--- src/rtl/alu_flags_pkg.sv ---
package alu_flags_pkg;
  typedef enum logic [2:0] {
    OP_ADD = 3'd0, OP_ADC = 3'd1, OP_SUB = 3'd2, OP_SBB = 3'd3,
    OP_CMP = 3'd4, OP_AND = 3'd5, OP_OR  = 3'd6, OP_XOR = 3'd7
  } alu_op_e;

  typedef struct packed {
    logic ovf;
    logic sgn;
    logic zro;
    logic aux;
    logic par;
    logic cry;
  } status_t;

  localparam int STATUS_W = $bits(status_t);
  localparam int CTL_W    = 3;
  localparam int FLAGS_W  = STATUS_W + CTL_W;
endpackage

--- src/rtl/alu_flags_addsub.sv ---
module alu_flags_addsub #(
  parameter int DATA_W = 16,
  parameter int BYTE_W = 8
) (
  input  logic [DATA_W-1:0] a_i,
  input  logic [DATA_W-1:0] b_i,
  input  logic              sub_i,
  input  logic              cin_i,
  input  logic              byte_i,
  output logic [DATA_W-1:0] res_o,
  output logic              cry_o,
  output logic              aux_o,
  output logic              ovf_o
);
  logic [DATA_W:0] ext;
  logic [DATA_W:0] cin_ext;
  logic sa, sb, sr;

  assign cin_ext = {{DATA_W{1'b0}}, cin_i};

  always_comb begin
    if (sub_i) ext = {1'b0, a_i} - {1'b0, b_i} - cin_ext;
    else       ext = {1'b0, a_i} + {1'b0, b_i} + cin_ext;
  end

  assign res_o = ext[DATA_W-1:0];
  // operands are pre-masked in byte mode, so bit BYTE_W is the carry/borrow
  assign cry_o = byte_i ? ext[BYTE_W] : ext[DATA_W];
  assign aux_o = a_i[4] ^ b_i[4] ^ ext[4];

  assign sa = byte_i ? a_i[BYTE_W-1] : a_i[DATA_W-1];
  assign sb = byte_i ? b_i[BYTE_W-1] : b_i[DATA_W-1];
  assign sr = byte_i ? ext[BYTE_W-1] : ext[DATA_W-1];
  assign ovf_o = sub_i ? ((sa ^ sb) & (sr ^ sa)) : (~(sa ^ sb) & (sr ^ sa));
endmodule

--- src/rtl/alu_flags_logic.sv ---
module alu_flags_logic
  import alu_flags_pkg::*;
#(
  parameter int DATA_W = 16
) (
  input  logic [DATA_W-1:0] a_i,
  input  logic [DATA_W-1:0] b_i,
  input  alu_op_e           op_i,
  output logic [DATA_W-1:0] res_o
);
  always_comb begin
    unique case (op_i)
      OP_AND:  res_o = a_i & b_i;
      OP_OR:   res_o = a_i | b_i;
      OP_XOR:  res_o = a_i ^ b_i;
      default: res_o = '0;
    endcase
  end
endmodule

--- src/rtl/alu_flags_reg.sv ---
module alu_flags_reg
  import alu_flags_pkg::*;
(
  input  logic               clk_i,
  input  logic               rst_ni,
  input  logic               upd_i,
  input  status_t            status_i,
  input  logic [CTL_W-1:0]   set_i,
  input  logic [CTL_W-1:0]   clr_i,
  output logic [FLAGS_W-1:0] flags_o
);
  status_t            status_q;
  logic [CTL_W-1:0]   ctl_q;

  always_ff @(posedge clk_i or negedge rst_ni) begin
    if (!rst_ni)    status_q <= '0;
    else if (upd_i) status_q <= status_i;
  end

  for (genvar i = 0; i < CTL_W; i++) begin : g_ctl
    always_ff @(posedge clk_i or negedge rst_ni) begin
      if (!rst_ni)       ctl_q[i] <= 1'b0;
      else if (clr_i[i]) ctl_q[i] <= 1'b0;
      else if (set_i[i]) ctl_q[i] <= 1'b1;
    end
  end

  assign flags_o = {ctl_q, status_q};
endmodule

--- src/rtl/alu_flags_unit.sv ---
module alu_flags_unit
  import alu_flags_pkg::*;
#(
  parameter int DATA_W = 16,
  parameter int BYTE_W = 8
) (
  input  logic               clk_i,
  input  logic               rst_ni,
  input  logic [DATA_W-1:0]  op_a_i,
  input  logic [DATA_W-1:0]  op_b_i,
  input  logic [2:0]         op_i,
  input  logic               byte_i,
  input  logic               carry_i,
  input  logic               upd_i,
  input  logic [CTL_W-1:0]   ctl_set_i,
  input  logic [CTL_W-1:0]   ctl_clr_i,
  output logic [DATA_W-1:0]  result_o,
  output logic               result_we_o,
  output logic [FLAGS_W-1:0] flags_o
);
  localparam logic [DATA_W-1:0] BYTE_MASK = {{(DATA_W-BYTE_W){1'b0}}, {BYTE_W{1'b1}}};

  alu_op_e           op;
  logic [DATA_W-1:0] mask, am, bm, arith_res, logic_res, res;
  logic              is_logic, is_sub, cin;
  logic              a_cry, a_aux, a_ovf;
  status_t           status;

  assign op       = alu_op_e'(op_i);
  assign mask     = byte_i ? BYTE_MASK : '1;
  assign am       = op_a_i & mask;
  assign bm       = op_b_i & mask;
  assign is_logic = (op == OP_AND) || (op == OP_OR) || (op == OP_XOR);
  assign is_sub   = (op == OP_SUB) || (op == OP_SBB) || (op == OP_CMP);
  assign cin      = ((op == OP_ADC) || (op == OP_SBB)) & carry_i;

  alu_flags_addsub #(.DATA_W(DATA_W), .BYTE_W(BYTE_W)) i_addsub (
    .a_i(am), .b_i(bm), .sub_i(is_sub), .cin_i(cin), .byte_i(byte_i),
    .res_o(arith_res), .cry_o(a_cry), .aux_o(a_aux), .ovf_o(a_ovf)
  );

  alu_flags_logic #(.DATA_W(DATA_W)) i_logic (
    .a_i(am), .b_i(bm), .op_i(op), .res_o(logic_res)
  );

  assign res = (is_logic ? logic_res : arith_res) & mask;

  always_comb begin
    status.cry = ~is_logic & a_cry;
    status.aux = ~is_logic & a_aux;
    status.ovf = ~is_logic & a_ovf;
    status.zro = (res == '0);
    status.sgn = byte_i ? res[BYTE_W-1] : res[DATA_W-1];
    status.par = ~^res[7:0];
  end

  alu_flags_reg i_flags (
    .clk_i(clk_i), .rst_ni(rst_ni), .upd_i(upd_i), .status_i(status),
    .set_i(ctl_set_i), .clr_i(ctl_clr_i), .flags_o(flags_o)
  );

  assign result_o    = res;
  assign result_we_o = (op != OP_CMP);
endmodule

--- config.mk ---
export PLATFORM = sky130hd
export DESIGN_NAME = alu_flags_unit
export DESIGN_NICKNAME = d
export VERILOG_FILES = /design/src/rtl/alu_flags_pkg.sv /design/src/rtl/alu_flags_addsub.sv /design/src/rtl/alu_flags_logic.sv /design/src/rtl/alu_flags_reg.sv /design/src/rtl/alu_flags_unit.sv
export SDC_FILE = /design/constraint.sdc
export NUM_CORES = 1
export LEC_CHECK = 0
export ABC_AREA = 1
export BUFFER_PORTS_ARGS = -buffer_cell sky130_fd_sc_hd__buf_2
export CORE_ASPECT_RATIO = 0.6
export CORE_UTILIZATION = 30
export CTS_CLUSTER_SIZE = 14
export DETAILED_ROUTE_END_ITERATION = 10
export PLACE_DENSITY = 0.56
export SLEW_MARGIN = 20
export SYNTH_ARGS = -nofsm -noshare
export SYNTH_HDL_FRONTEND = slang
export SYNTH_SLANG_ARGS = --single-unit
export TNS_END_PERCENT = 1
--- constraint.sdc ---
create_clock -name clk_i -period 3.2 [get_ports clk_i]
set_input_delay 0.32 -clock clk_i [delete_from_list [all_inputs] [get_ports clk_i]]
set_output_delay 0.32 -clock clk_i [all_outputs]
set_load 0.1 [all_outputs]
## Word level (Yosys, flattened, before mapping)

Cells that the tools add are included.

| word-level totals | value |
|---|---|
| output and inout bits | 26 |
| word-level logic and storage cells | 65 |
| bits of input ports | 46 |
| bits in registers | 9 |

| operators by class | value |
|---|---|
| mux-type cells | 16 |
| equal/unequal tests | 8 |
| reductions and logical operators | 10 |
| add/sub/neg operators | 4 |
| bitwise gates (word level) | 18 |

Operator list:

| cell | number |
|---|---|
| bitwise AND 16 bit | 4 |
| one-hot mux 16 bit (3 select lines) | 1 |
| two-way mux 16 bit | 2 |
| adder 16 x 16 -> 17 bit | 1 |
| adder 17 x 1 -> 17 bit | 1 |
| two-way mux 17 bit | 1 |
| subtractor 16 x 16 -> 17 bit | 1 |
| subtractor 17 x 1 -> 17 bit | 1 |
| logical NOT 16 bit | 1 |
| bitwise OR 16 bit | 1 |
| bitwise XOR 16 bit | 1 |
| equality test 3 bit (second input constant) | 4 |
| two-way mux 1 bit | 12 |
| XNOR reduction 8 bit | 1 |
| bitwise AND 1 bit | 6 |
| equality test 3 x 2 -> 1 bit (second input constant) | 2 |
| nonzero test 2 bit | 3 |
| logical OR 1 bit | 5 |
| bitwise XOR 1 bit | 4 |
| equality test 3 x 1 -> 1 bit (second input constant) | 1 |
| != test 3 bit (second input constant) | 1 |
| inverter 1 bit | 2 |

## Logic depth before layout (Yosys ltp)

Gate-level depths: netlist of run 1.

| depth | value |
|---|---|
| word-level depth | 10 |
| depth in mapped cells | 26 |
| mapped depth without buffers | 26 |

## By module

Synthesis of run 1 repeated with hierarchy kept, for this count alone.

| unflattened totals | value |
|---|---|
| cells, all modules | 718 |
| area total of the unflattened synthesis | 4304.1 µm² |

By module, submodules not included:

| module | area each (µm²) | sequential area each (µm²) | instances | cells an instance |
|---|---|---|---|---|
| alu_flags_addsub | 2247.2 | 0.0 | 1 | 386 |
| alu_flags_logic | 1037.2 | 0.0 | 1 | 159 |
| alu_flags_unit | 700.7 | 0.0 | 1 | 139 |
| alu_flags_reg | 319.1 | 225.2 | 1 | 34 |

## Worst setup path after synthesis of run 1

OpenSTA, ideal clock, no wires.

| timing | value |
|---|---|
| path type | input -> register |
| start point | input port carry_i |
| end point | register i_flags.status_q (netlist bit i_flags.flags_o[1]) |
| data arrival time | 3.834 ns |
| buffers on the path | 0 |
| data required time | 3.071 ns |
| path slack | -0.763 ns |
| cell stages on the path | 17 |
| path through | nand2_1 > nor2_1 > fa_1 > inv_1 > fa_1 > o21ai_1 > nand2_1 > nand2_1 > nand3b_1 > nand2_1 > inv_2 > o21ai_1 > inv_1 > ha_1 > xnor2_1 > xnor2_1 > o21ai_0 |

| between the ends | value |
|---|---|
| cells in the longest elaborated chain, start to end | 6 |
| elaborated cells on any way between the ends | 7 |

Ends and longest elaborated chain:

| what | line | text |
|---|---|---|
| from (decl) | alu_flags_unit.sv:13 | `input logic carry_i,` |
| bitwise AND 1 bit (*) | alu_flags_unit.sv:35 | `assign cin = ((op == OP_ADC) \|\| (op == OP_SBB)) & carry_i;` |
| adder 17 x 1 -> 17 bit / subtractor 17 x 1 -> 17 bit (equally long branches) | alu_flags_addsub.sv:23, alu_flags_addsub.sv:22 |  |
| two-way mux 17 bit (*) | alu_flags_addsub.sv:22 | `if (sub_i) ext = {1'b0, a_i} - {1'b0, b_i} - cin_ext;` |
| two-way mux 16 bit (*) | alu_flags_unit.sv:46 | `assign res = (is_logic ? logic_res : arith_res) & mask;` |
| bitwise AND 16 bit (*) | alu_flags_unit.sv:46 |  |
| named net result_o[4] | alu_flags_unit.sv:17 | `output logic [DATA_W-1:0] result_o,` |
| XNOR reduction 8 bit (*) | alu_flags_unit.sv:54 | `status.par = ~^res[7:0];` |
| to (signal assigned) | alu_flags_reg.sv:17 | `else if (upd_i) status_q <= status_i;` |
| to (decl) | alu_flags_reg.sv:12 | `status_t status_q;` |

Mark *: on every way through the listed nets, which the timed path passes. The rest lies on a longest branch.
A chain may end at the register's enable or synchronous reset.

## Worst setup path after layout of run 1

| timing | value |
|---|---|
| start point | input port byte_i |
| end point | output port result_o[12] |

| between the ends | value |
|---|---|
| cells in the longest elaborated chain, start to end | 7 |
| elaborated cells on any way between the ends | 14 |

Ends and longest elaborated chain:

| what | line | text |
|---|---|---|
| from (decl) | alu_flags_unit.sv:12 | `input logic byte_i,` |
| two-way mux 16 bit (*) | alu_flags_unit.sv:30 | `assign mask = byte_i ? BYTE_MASK : '1;` |
| bitwise AND 16 bit, on equally long branches | alu_flags_unit.sv:31, alu_flags_unit.sv:32 |  |
| adder 16 x 16 -> 17 bit / subtractor 16 x 16 -> 17 bit (equally long branches) | alu_flags_addsub.sv:23, alu_flags_addsub.sv:22 |  |
| adder 17 x 1 -> 17 bit / subtractor 17 x 1 -> 17 bit (equally long branches) | alu_flags_addsub.sv:23, alu_flags_addsub.sv:22 |  |
| two-way mux 17 bit | alu_flags_addsub.sv:22 |  |
| two-way mux 16 bit | alu_flags_unit.sv:46 |  |
| bitwise AND 16 bit (*) | alu_flags_unit.sv:46 |  |
| to (decl) | alu_flags_unit.sv:17 |  |

Every way passes the cells marked *; elsewhere a longest branch is shown, timed or not.

==> results of run 1 <==
cell usage after synthesis, types with 7 or more instances:
cell,number
sky130_fd_sc_hd__nand2_1,253
sky130_fd_sc_hd__o21ai_1,8
sky130_fd_sc_hd__inv_2,7
sky130_fd_sc_hd__o211ai_1,8
sky130_fd_sc_hd__nand4_1,7
sky130_fd_sc_hd__a21oi_1,24
sky130_fd_sc_hd__o21ai_0,12
sky130_fd_sc_hd__nand3_1,48
sky130_fd_sc_hd__nor2_1,43
sky130_fd_sc_hd__nand2_2,10
sky130_fd_sc_hd__dfrtp_1,9
sky130_fd_sc_hd__inv_1,168
sky130_fd_sc_hd__ha_1,66
cells in the final DEF (no fill, tap or decap), types with 9 or more instances in the layout:
cell                        n
sky130_fd_sc_hd__a21oi_1   19
sky130_fd_sc_hd__buf_12    14
sky130_fd_sc_hd__buf_2     58
sky130_fd_sc_hd__buf_4     29
sky130_fd_sc_hd__dfrtp_1    9
sky130_fd_sc_hd__ha_1      55
sky130_fd_sc_hd__ha_4      11
sky130_fd_sc_hd__inv_1    164
sky130_fd_sc_hd__nand2_1  243
sky130_fd_sc_hd__nand2_2   20
sky130_fd_sc_hd__nand3_1   47
sky130_fd_sc_hd__nor2_1    39
sky130_fd_sc_hd__o21ai_0   12
worst max-delay path: cells and delay by family:
family | cells | cell delay [ns]
fa+ha+maj | 2 | 0.62
simple gates | 8 | 0.92
compound gates | 1 | 0.15
buf+inv | 6 | 0.73
path summary, 6_finish.rpt:
check	startpoint	to	slack, ns	depth (start not counted)
hold / removal	ctl_clr_i[0]	i_flags.flags_o[6]$_DFFE_PN0P_	0.23	2
setup / recovery	byte_i	result_o[12]	0.13	17
hold reg to reg	i_flags.flags_o[3]$_DFFE_PN0P_	i_flags.flags_o[3]$_DFFE_PN0P_	0.48	2
max in group asynchronous	rst_ni	i_flags.flags_o[4]$_DFFE_PN0P_	2.56	2
min in group asynchronous	rst_ni	i_flags.flags_o[0]$_DFFE_PN0P_	0.47	2
setup reg to reg	i_flags.flags_o[1]$_DFFE_PN0P_	i_flags.flags_o[1]$_DFFE_PN0P_	2.53	2
through the flow:
stage	utilization	hold slack [ns]	setup WS [ns]	power, W
final	0.405	0.234	0.130	0.00185
after global routing	0.405	0.246	-0.0402	0.00199
after CTS	0.395	0.233	0.0189	0.00180
after detailed placement	0.388	0.177	-0.0102	0.00157
after global placement	0.388	0.179	-0.0127	0.00157
after floorplan	-	0.0244	-0.00515	0.00115
power groups by stage:
stage	registers, W	logic, W	clock network, W
2_1_floorplan	0.000268	0.000882	0
5_1_grt	0.000144	0.00162	0.000230
3_3_place_gp	0.000143	0.00143	0
6_report	0.000142	0.00148	0.000222
3_5_place_dp	0.000144	0.00142	0
4_1_cts	0.000142	0.00143	0.000226
layer usage:
| layer | track usage | vias to the layer above |
|---|---|---|
| li1 | - | 2401 |
| met1 | 0.315 | 1963 |
| met2 | 0.273 | 167 |
| met3 | 0.0234 | 2 |
| met4 | 0.0149 | 0 |
| met5 | 0 | - |
cell families (layout without fill, tap and decap cells):
family	count (synthesis)	in the layout	share of synthesized area
AOI/OAI and AO/OA	68	68	0.101
xor gates and xnor gates	9	9	0.0196
adders and majority gates	70	70	0.225
buffers and inverters	188	283	0.189
DFF	9	9	0.0560
and+or+nand+nor	385	385	0.410
what timing repair did:
item | CTS | global route
gates resized for setup | 0 | 25
endpoints found under the setup margin | 0 | 8
endpoints found under the hold margin | 9 | 0
hold buffers | 1 | 0
final cells by class:
cell class | instances | area share
Clock buffer | 4 | 0.0150
Multi-Input combinational cell | 532 | 0.619
Sequential cell | 9 | 0.0429
Tap cell | 170 | 0.0405
Timing Repair Buffer | 102 | 0.152
Inverter | 177 | 0.130
==> flow_results.xml, run 1 <==
<?xml version="1.0" encoding="UTF-8"?>
<metrics>
  <group name="timing">
    <metric name="max_freq" unit="MHz">326</metric>
    <metric name="setup_total_negative_slack" unit="ns">0</metric>
    <metric name="hold_violation_count_in_the_final_report" unit="">0</metric>
    <metric name="fin_worst_skew" unit="ns">0</metric>
    <metric name="worst_pin_slew" unit="ns">0.490</metric>
    <metric name="timing.final.setup_violations" unit="">0</metric>
    <metric name="timing.final.crit_share" unit="">0.959</metric>
    <metric name="final_period_minus_worst_setup_slack" unit="ns">3.07</metric>
    <metric name="unrepaired_setup_endpoints_after_global_routing" unit="">true</metric>
    <metric name="maxSlewHeadroom" unit="">0.675</metric>
    <metric name="pins_over_slew_limit" unit="">0</metric>
  </group>
  <group name="final_layout">
    <metric name="num-nets-final" unit="">941</metric>
    <metric name="layout.area.seq" unit="µm²">225</metric>
    <metric name="final-instance-count-excl-fill" unit="">994</metric>
    <metric name="flow.area_growth_from_synthesis" unit="%">30.5</metric>
    <metric name="drive_gt1_frac" unit="">0.214</metric>
    <metric name="multi_input_area" unit="µm²">3250</metric>
    <metric name="nFillCells" unit="">1409</metric>
    <metric name="diodes" unit="">0</metric>
    <metric name="fin_area" unit="µm²">5250</metric>
    <metric name="largest_reg_flops" unit="">9</metric>
  </group>
  <group name="worst_setup_path">
    <metric name="critical-path-max-stage-delay" unit="ns">0.35</metric>
    <metric name="worstSetupPathType" unit="">input pin to primary output</metric>
    <metric name="crit_path_frequent_cell" unit="">sky130_fd_sc_hd__nand2_1</metric>
    <metric name="crit_arrival" unit="ns">2.75</metric>
    <metric name="required" unit="ns">2.88</metric>
    <metric name="critical_path.max_fanout" unit="">24</metric>
    <metric name="crit_chain" unit="">buf_2 -&gt; inv_1 -&gt; buf_12 -&gt; nand2_1 -&gt; ha_4 -&gt; ha_1 -&gt; nand2_1 -&gt; inv_1 -&gt; a21oi_2 -&gt; nand3_1 -&gt; nand2_1 -&gt; nand3_1 -&gt; nand2_1 -&gt; nand2_1 -&gt; nand2_2 -&gt; clkinvlp_4 -&gt; buf_12</metric>
    <metric name="crit_end_element" unit="">primary output</metric>
    <metric name="worst_path_max_delay_cell" unit="">sky130_fd_sc_hd__ha_1</metric>
    <metric name="worst_setup_path_start_kind" unit="">input pin</metric>
  </group>
  <group name="power_and_ir_drop">
    <metric name="power_switching_share" unit="">0.574</metric>
    <metric name="power_switching" unit="W">0.00106</metric>
    <metric name="portion_of_total_power_attributed_to_combinational_logic" unit="">0.803</metric>
    <metric name="ir_drop" unit="mV">0.280</metric>
    <metric name="power_leakage" unit="nW">3.14</metric>
    <metric name="power_density" unit="nW/µm²">351</metric>
    <metric name="share_clk_of_total_power" unit="">0.120</metric>
    <metric name="internal-power" unit="W">0.000787</metric>
    <metric name="seq_power_share" unit="">0.077</metric>
  </group>
  <group name="route">
    <metric name="drt-wirelength-per-cell" unit="µm">13.3</metric>
    <metric name="drt-pass1-iter-count" unit="">5</metric>
    <metric name="m1WireLength" unit="µm">7320</metric>
    <metric name="routed-wl-met2" unit="µm">4910</metric>
    <metric name="initialDrtViolationCount" unit="">275</metric>
    <metric name="detail_route.vias_per_cell" unit="">4.56</metric>
    <metric name="routed.top_layer" unit="">met4</metric>
    <metric name="remaining_drc_errors" unit="">0</metric>
    <metric name="route.final.wire_length" unit="µm">13300</metric>
    <metric name="drtAntennaViolNets" unit="">0</metric>
    <metric name="wl_met3" unit="µm">1020</metric>
    <metric name="vias" unit="">4533</metric>
  </group>
  <group name="grt">
    <metric name="grt_pass1_vias" unit="">4071</metric>
    <metric name="antenna_found_initial" unit="">0</metric>
    <metric name="grt-ovfl-total" unit="">0</metric>
    <metric name="global_route_wire_length_before_repair" unit="µm">21100</metric>
    <metric name="grt_start_max_net_pins" unit="">25</metric>
    <metric name="grt_usage" unit="">0.194</metric>
  </group>
  <group name="logic_synthesis">
    <metric name="yosys.area.top_type" unit="">sky130_fd_sc_hd__nand2_1</metric>
    <metric name="synthDistinctLibCells" unit="">39</metric>
    <metric name="syn_avg_cell_area" unit="µm²">5.52</metric>
    <metric name="synth-seq-cells" unit="">9</metric>
    <metric name="post_synth_inst_count" unit="">729</metric>
    <metric name="synthDominantCellAreaShare" unit="">0.236</metric>
    <metric name="synth.top_cells.by_area" unit="">sky130_fd_sc_hd__nand2_1 24%, sky130_fd_sc_hd__ha_1 21%, sky130_fd_sc_hd__inv_1 16%</metric>
    <metric name="syn_nets" unit="">845</metric>
    <metric name="syn-cell-area" unit="µm²">4030</metric>
    <metric name="dominantRegCellSynth" unit="">sky130_fd_sc_hd__dfrtp_1</metric>
    <metric name="ys_seq_area_frac" unit="">0.0560</metric>
    <metric name="synth_edf_count" unit="">0</metric>
    <metric name="asyncSetResetFlopFracSynth" unit="">1.00</metric>
    <metric name="ys_warn_count" unit="">0</metric>
  </group>
  <group name="place">
    <metric name="dpl_cell_area" unit="µm²">5030</metric>
    <metric name="hpwl_after_detailed_placement" unit="µm">11200</metric>
    <metric name="gp_congestion" unit="">0.886</metric>
    <metric name="placement.io_buffers" unit="">71</metric>
    <metric name="placed_cells_incl_taps" unit="">989</metric>
  </group>
  <group name="clocking">
    <metric name="cts.sink_count" unit="">9</metric>
    <metric name="tritoncts.num_buffers" unit="">3</metric>
    <metric name="tritoncts" unit="">yes</metric>
    <metric name="cts.path.max_buffers" unit="">2</metric>
    <metric name="worst_setup_hold_path_clk_slew" unit="ns">0.04</metric>
    <metric name="clkLatencyLatePin" unit="ns">0.24</metric>
    <metric name="ctsRootBufferMaster" unit="">sky130_fd_sc_hd__clkbuf_16</metric>
    <metric name="count_of_buffers_added_by_post_cts_timing_repair_for_setup" unit="">0</metric>
    <metric name="cts.htree.levels" unit="">1</metric>
  </group>
  <group name="outcome">
    <metric name="run_status" unit="">finished clean</metric>
  </group>
  <group name="worst_hold_path">
    <metric name="worstHoldPathType" unit="">input pin to flip-flop</metric>
  </group>
  <group name="die">
    <metric name="core" unit="µm²">13000</metric>
    <metric name="die_area" unit="µm²">13900</metric>
    <metric name="dieWidth" unit="µm">152</metric>
    <metric name="floorplan.io_pins" unit="">72</metric>
    <metric name="placementRows" unit="">32</metric>
    <metric name="die_height" unit="µm">91.7</metric>
    <metric name="initial_util" unit="">0.310</metric>
  </group>
  <group name="flow_run">
    <metric name="maxCapViolCount" unit="">0</metric>
  </group>
</metrics>
(Power assumes the default switching activity.)
==> run 2: changes to the inputs <==
--- a/config.mk
+++ b/config.mk
@@ -11,6 +11,7 @@
 export CORE_UTILIZATION = 30
 export CTS_CLUSTER_SIZE = 14
 export DETAILED_ROUTE_END_ITERATION = 10
+export GPL_TIMING_DRIVEN = 0
 export PLACE_DENSITY = 0.56
 export SLEW_MARGIN = 20
 export SYNTH_ARGS = -nofsm -noshare
==> flow_results.xml, run 2 (synthesis results as in run 1) <==
<?xml version="1.0" encoding="UTF-8"?>
<metrics>
  <group name="outcome">
    <metric name="run_status" unit="">finished clean</metric>
  </group>
  <group name="timing">
    <metric name="worst_hold_slack" unit="ns">0.237</metric>
    <metric name="timing.final.crit_share" unit="">0.956</metric>
    <metric name="maxSlewHeadroom" unit="">0.675</metric>
    <metric name="max_freq" unit="MHz">327</metric>
    <metric name="worst_pin_slew" unit="ns">0.492</metric>
    <metric name="fin_worst_skew" unit="ns">0</metric>
    <metric name="final_period_minus_worst_setup_slack" unit="ns">3.06</metric>
    <metric name="pins_over_slew_limit" unit="">0</metric>
    <metric name="hold_violation_count_in_the_final_report" unit="">0</metric>
    <metric name="timing.final.setup_violations" unit="">0</metric>
  </group>
  <group name="final_layout">
    <metric name="commonest_non_fill_non_tap_cell_in_the_layout" unit="">sky130_fd_sc_hd__nand2_1</metric>
    <metric name="diodes" unit="">0</metric>
    <metric name="num-nets-final" unit="">933</metric>
    <metric name="layout.cells.most_common_list" unit="">229 x sky130_fd_sc_hd__nand2_1, 162 x sky130_fd_sc_hd__inv_1, 61 x sky130_fd_sc_hd__buf_2</metric>
    <metric name="largest_reg_flops" unit="">9</metric>
    <metric name="flow.area_growth_from_synthesis" unit="%">28.4</metric>
    <metric name="final_core_utilization" unit="">0.398</metric>
    <metric name="drive_gt1_frac" unit="">0.230</metric>
    <metric name="fin_area" unit="µm²">5170</metric>
  </group>
  <group name="route">
    <metric name="drtAntennaViolNets" unit="">0</metric>
    <metric name="initialDrtViolationCount" unit="">265</metric>
    <metric name="vias" unit="">4493</metric>
    <metric name="drt-wirelength-per-cell" unit="µm">13.3</metric>
    <metric name="route.final.wire_length" unit="µm">13100</metric>
    <metric name="drt-pass1-iter-count" unit="">5</metric>
    <metric name="detail_route.vias_per_cell" unit="">4.56</metric>
    <metric name="remaining_drc_errors" unit="">0</metric>
  </group>
  <group name="clocking">
    <metric name="cts.htree.levels" unit="">1</metric>
    <metric name="tritoncts" unit="">yes</metric>
    <metric name="ctsRootBufferMaster" unit="">sky130_fd_sc_hd__clkbuf_16</metric>
    <metric name="worst_setup_hold_path_clk_slew" unit="ns">0.04</metric>
    <metric name="cts.sink_count" unit="">9</metric>
    <metric name="clkLatencyLatePin" unit="ns">0.23</metric>
    <metric name="cts.path.max_buffers" unit="">2</metric>
    <metric name="tritoncts.num_buffers" unit="">3</metric>
  </group>
  <group name="grt">
    <metric name="global_route_wire_length_before_repair" unit="µm">20800</metric>
    <metric name="grt_start_max_net_pins" unit="">11</metric>
    <metric name="grt_usage" unit="">0.190</metric>
    <metric name="grt_pass1_vias" unit="">4142</metric>
    <metric name="antenna_found_initial" unit="">0</metric>
    <metric name="grt-ovfl-total" unit="">0</metric>
  </group>
  <group name="worst_setup_path">
    <metric name="crit_path_frequent_cell" unit="">sky130_fd_sc_hd__nand2_1</metric>
    <metric name="worst_path_max_delay_cell" unit="">sky130_fd_sc_hd__ha_4</metric>
    <metric name="crit_end_element" unit="">primary output</metric>
    <metric name="crit_chain" unit="">buf_4 -&gt; inv_4 -&gt; buf_8 -&gt; buf_12 -&gt; nand2_2 -&gt; ha_4 -&gt; ha_4 -&gt; nand2_1 -&gt; nor2_2 -&gt; buf_4 -&gt; a21oi_2 -&gt; nand2_1 -&gt; nand2_1 -&gt; nand3_2 -&gt; nand2_1 -&gt; nand2_1 -&gt; nand2_2 -&gt; clkinvlp_4 -&gt; buf_12</metric>
    <metric name="cpLargestDelayFamily" unit="">buffers and inverters</metric>
    <metric name="critical_path.max_fanout" unit="">10</metric>
    <metric name="critical_path_buf_inv_count" unit="">7</metric>
    <metric name="worstSetupPathType" unit="">input pin to primary output</metric>
    <metric name="required" unit="ns">2.88</metric>
    <metric name="worst_setup_path_start_kind" unit="">input pin</metric>
    <metric name="critical-path-max-stage-delay" unit="ns">0.34</metric>
    <metric name="crit_arrival" unit="ns">2.74</metric>
  </group>
  <group name="worst_hold_path">
    <metric name="worstHoldPathType" unit="">input pin to flip-flop</metric>
  </group>
  <group name="flow_run">
    <metric name="maxCapViolCount" unit="">0</metric>
  </group>
  <group name="place">
    <metric name="hpwl_after_detailed_placement" unit="µm">11100</metric>
    <metric name="gp_congestion" unit="">0.932</metric>
    <metric name="placement.io_buffers" unit="">70</metric>
    <metric name="dpl_cell_area" unit="µm²">4690</metric>
  </group>
  <group name="die">
    <metric name="core" unit="µm²">13000</metric>
    <metric name="die_area" unit="µm²">13900</metric>
    <metric name="initial_util" unit="">0.310</metric>
    <metric name="dieWidth" unit="µm">152</metric>
    <metric name="die_height" unit="µm">91.7</metric>
    <metric name="floorplan.io_pins" unit="">72</metric>
    <metric name="placementRows" unit="">32</metric>
  </group>
  <group name="power_and_ir_drop">
    <metric name="power_density" unit="nW/µm²">344</metric>
    <metric name="power_leakage" unit="nW">3.08</metric>
    <metric name="power.total" unit="W">0.00178</metric>
    <metric name="ir_drop" unit="mV">0.198</metric>
  </group>
</metrics>
## run 2: worst register-to-register path, stage by stage, from the launching register on
cell and delay (ns):
sky130_fd_sc_hd__dfrtp_1 0.37, sky130_fd_sc_hd__nand2_1 0.06, sky130_fd_sc_hd__o21ai_0 0.08
## run 2: worst paths after layout
check / start / end / slack [ns] / cells past startpoint
worst max-delay path: byte_i / result_o[15] / 0.14 / 19
max in group asynchronous: rst_ni / i_flags.flags_o[5]$_DFFE_PN0P_ / 2.54 / 2
worst max register to register: i_flags.flags_o[1]$_DFFE_PN0P_ / i_flags.flags_o[1]$_DFFE_PN0P_ / 2.56 / 2
worst min-delay path: ctl_clr_i[2] / i_flags.flags_o[8]$_DFFE_PN0P_ / 0.24 / 2
worst min register to register: i_flags.flags_o[5]$_DFFE_PN0P_ / i_flags.flags_o[5]$_DFFE_PN0P_ / 0.48 / 2
min in group asynchronous: rst_ni / i_flags.flags_o[8]$_DFFE_PN0P_ / 0.48 / 2
## run 2: final cells by class
cell class | count | area [µm²]
multi-input combinational | 532 | 3330
sequential | 9 | 225
timing repair buffer | 83 | 514
clock buffer | 4 | 78.8
fill | 1444 | 7800
buffer | 11 | 119
inverter | 177 | 687
tap | 170 | 213
## run 2: timing repair
action	4_1_cts	5_1_grt
endpoints found under the hold margin	9	0
pin swaps	3	14
setup endpoints to repair	12	13
gates resized for setup	35	45
buffers inserted	2	10
hold buffers	1	0
## run 2: power breakdown
group	switching, W	internal, W
sequential	0.00000928	0.000132
combinational	0.000987	0.000433
clock	0.0000515	0.000166
## run 2: per-stage QoR
| step | instances | setup slack, ns | TNS [ns] |
|---|---|---|---|
| floorplan | 729 | -0.00515 | -0.00515 |
| global placement | 969 | -0.583 | -4.22 |
| detailed placement | 969 | -0.586 | -4.21 |
| CTS | 976 | -0.0163 | -0.0163 |
| global route | 986 | -0.00407 | -0.00407 |
| finish | 986 | 0.142 | 0 |
## run 2: layer usage
metal	GRT usage	wire [µm]	up-vias
met5	0	0	-
met4	0.0149	14	0
met3	0.00746	795	2
met2	0.267	4810	116
met1	0.318	7500	1987
li1	-	-	2388
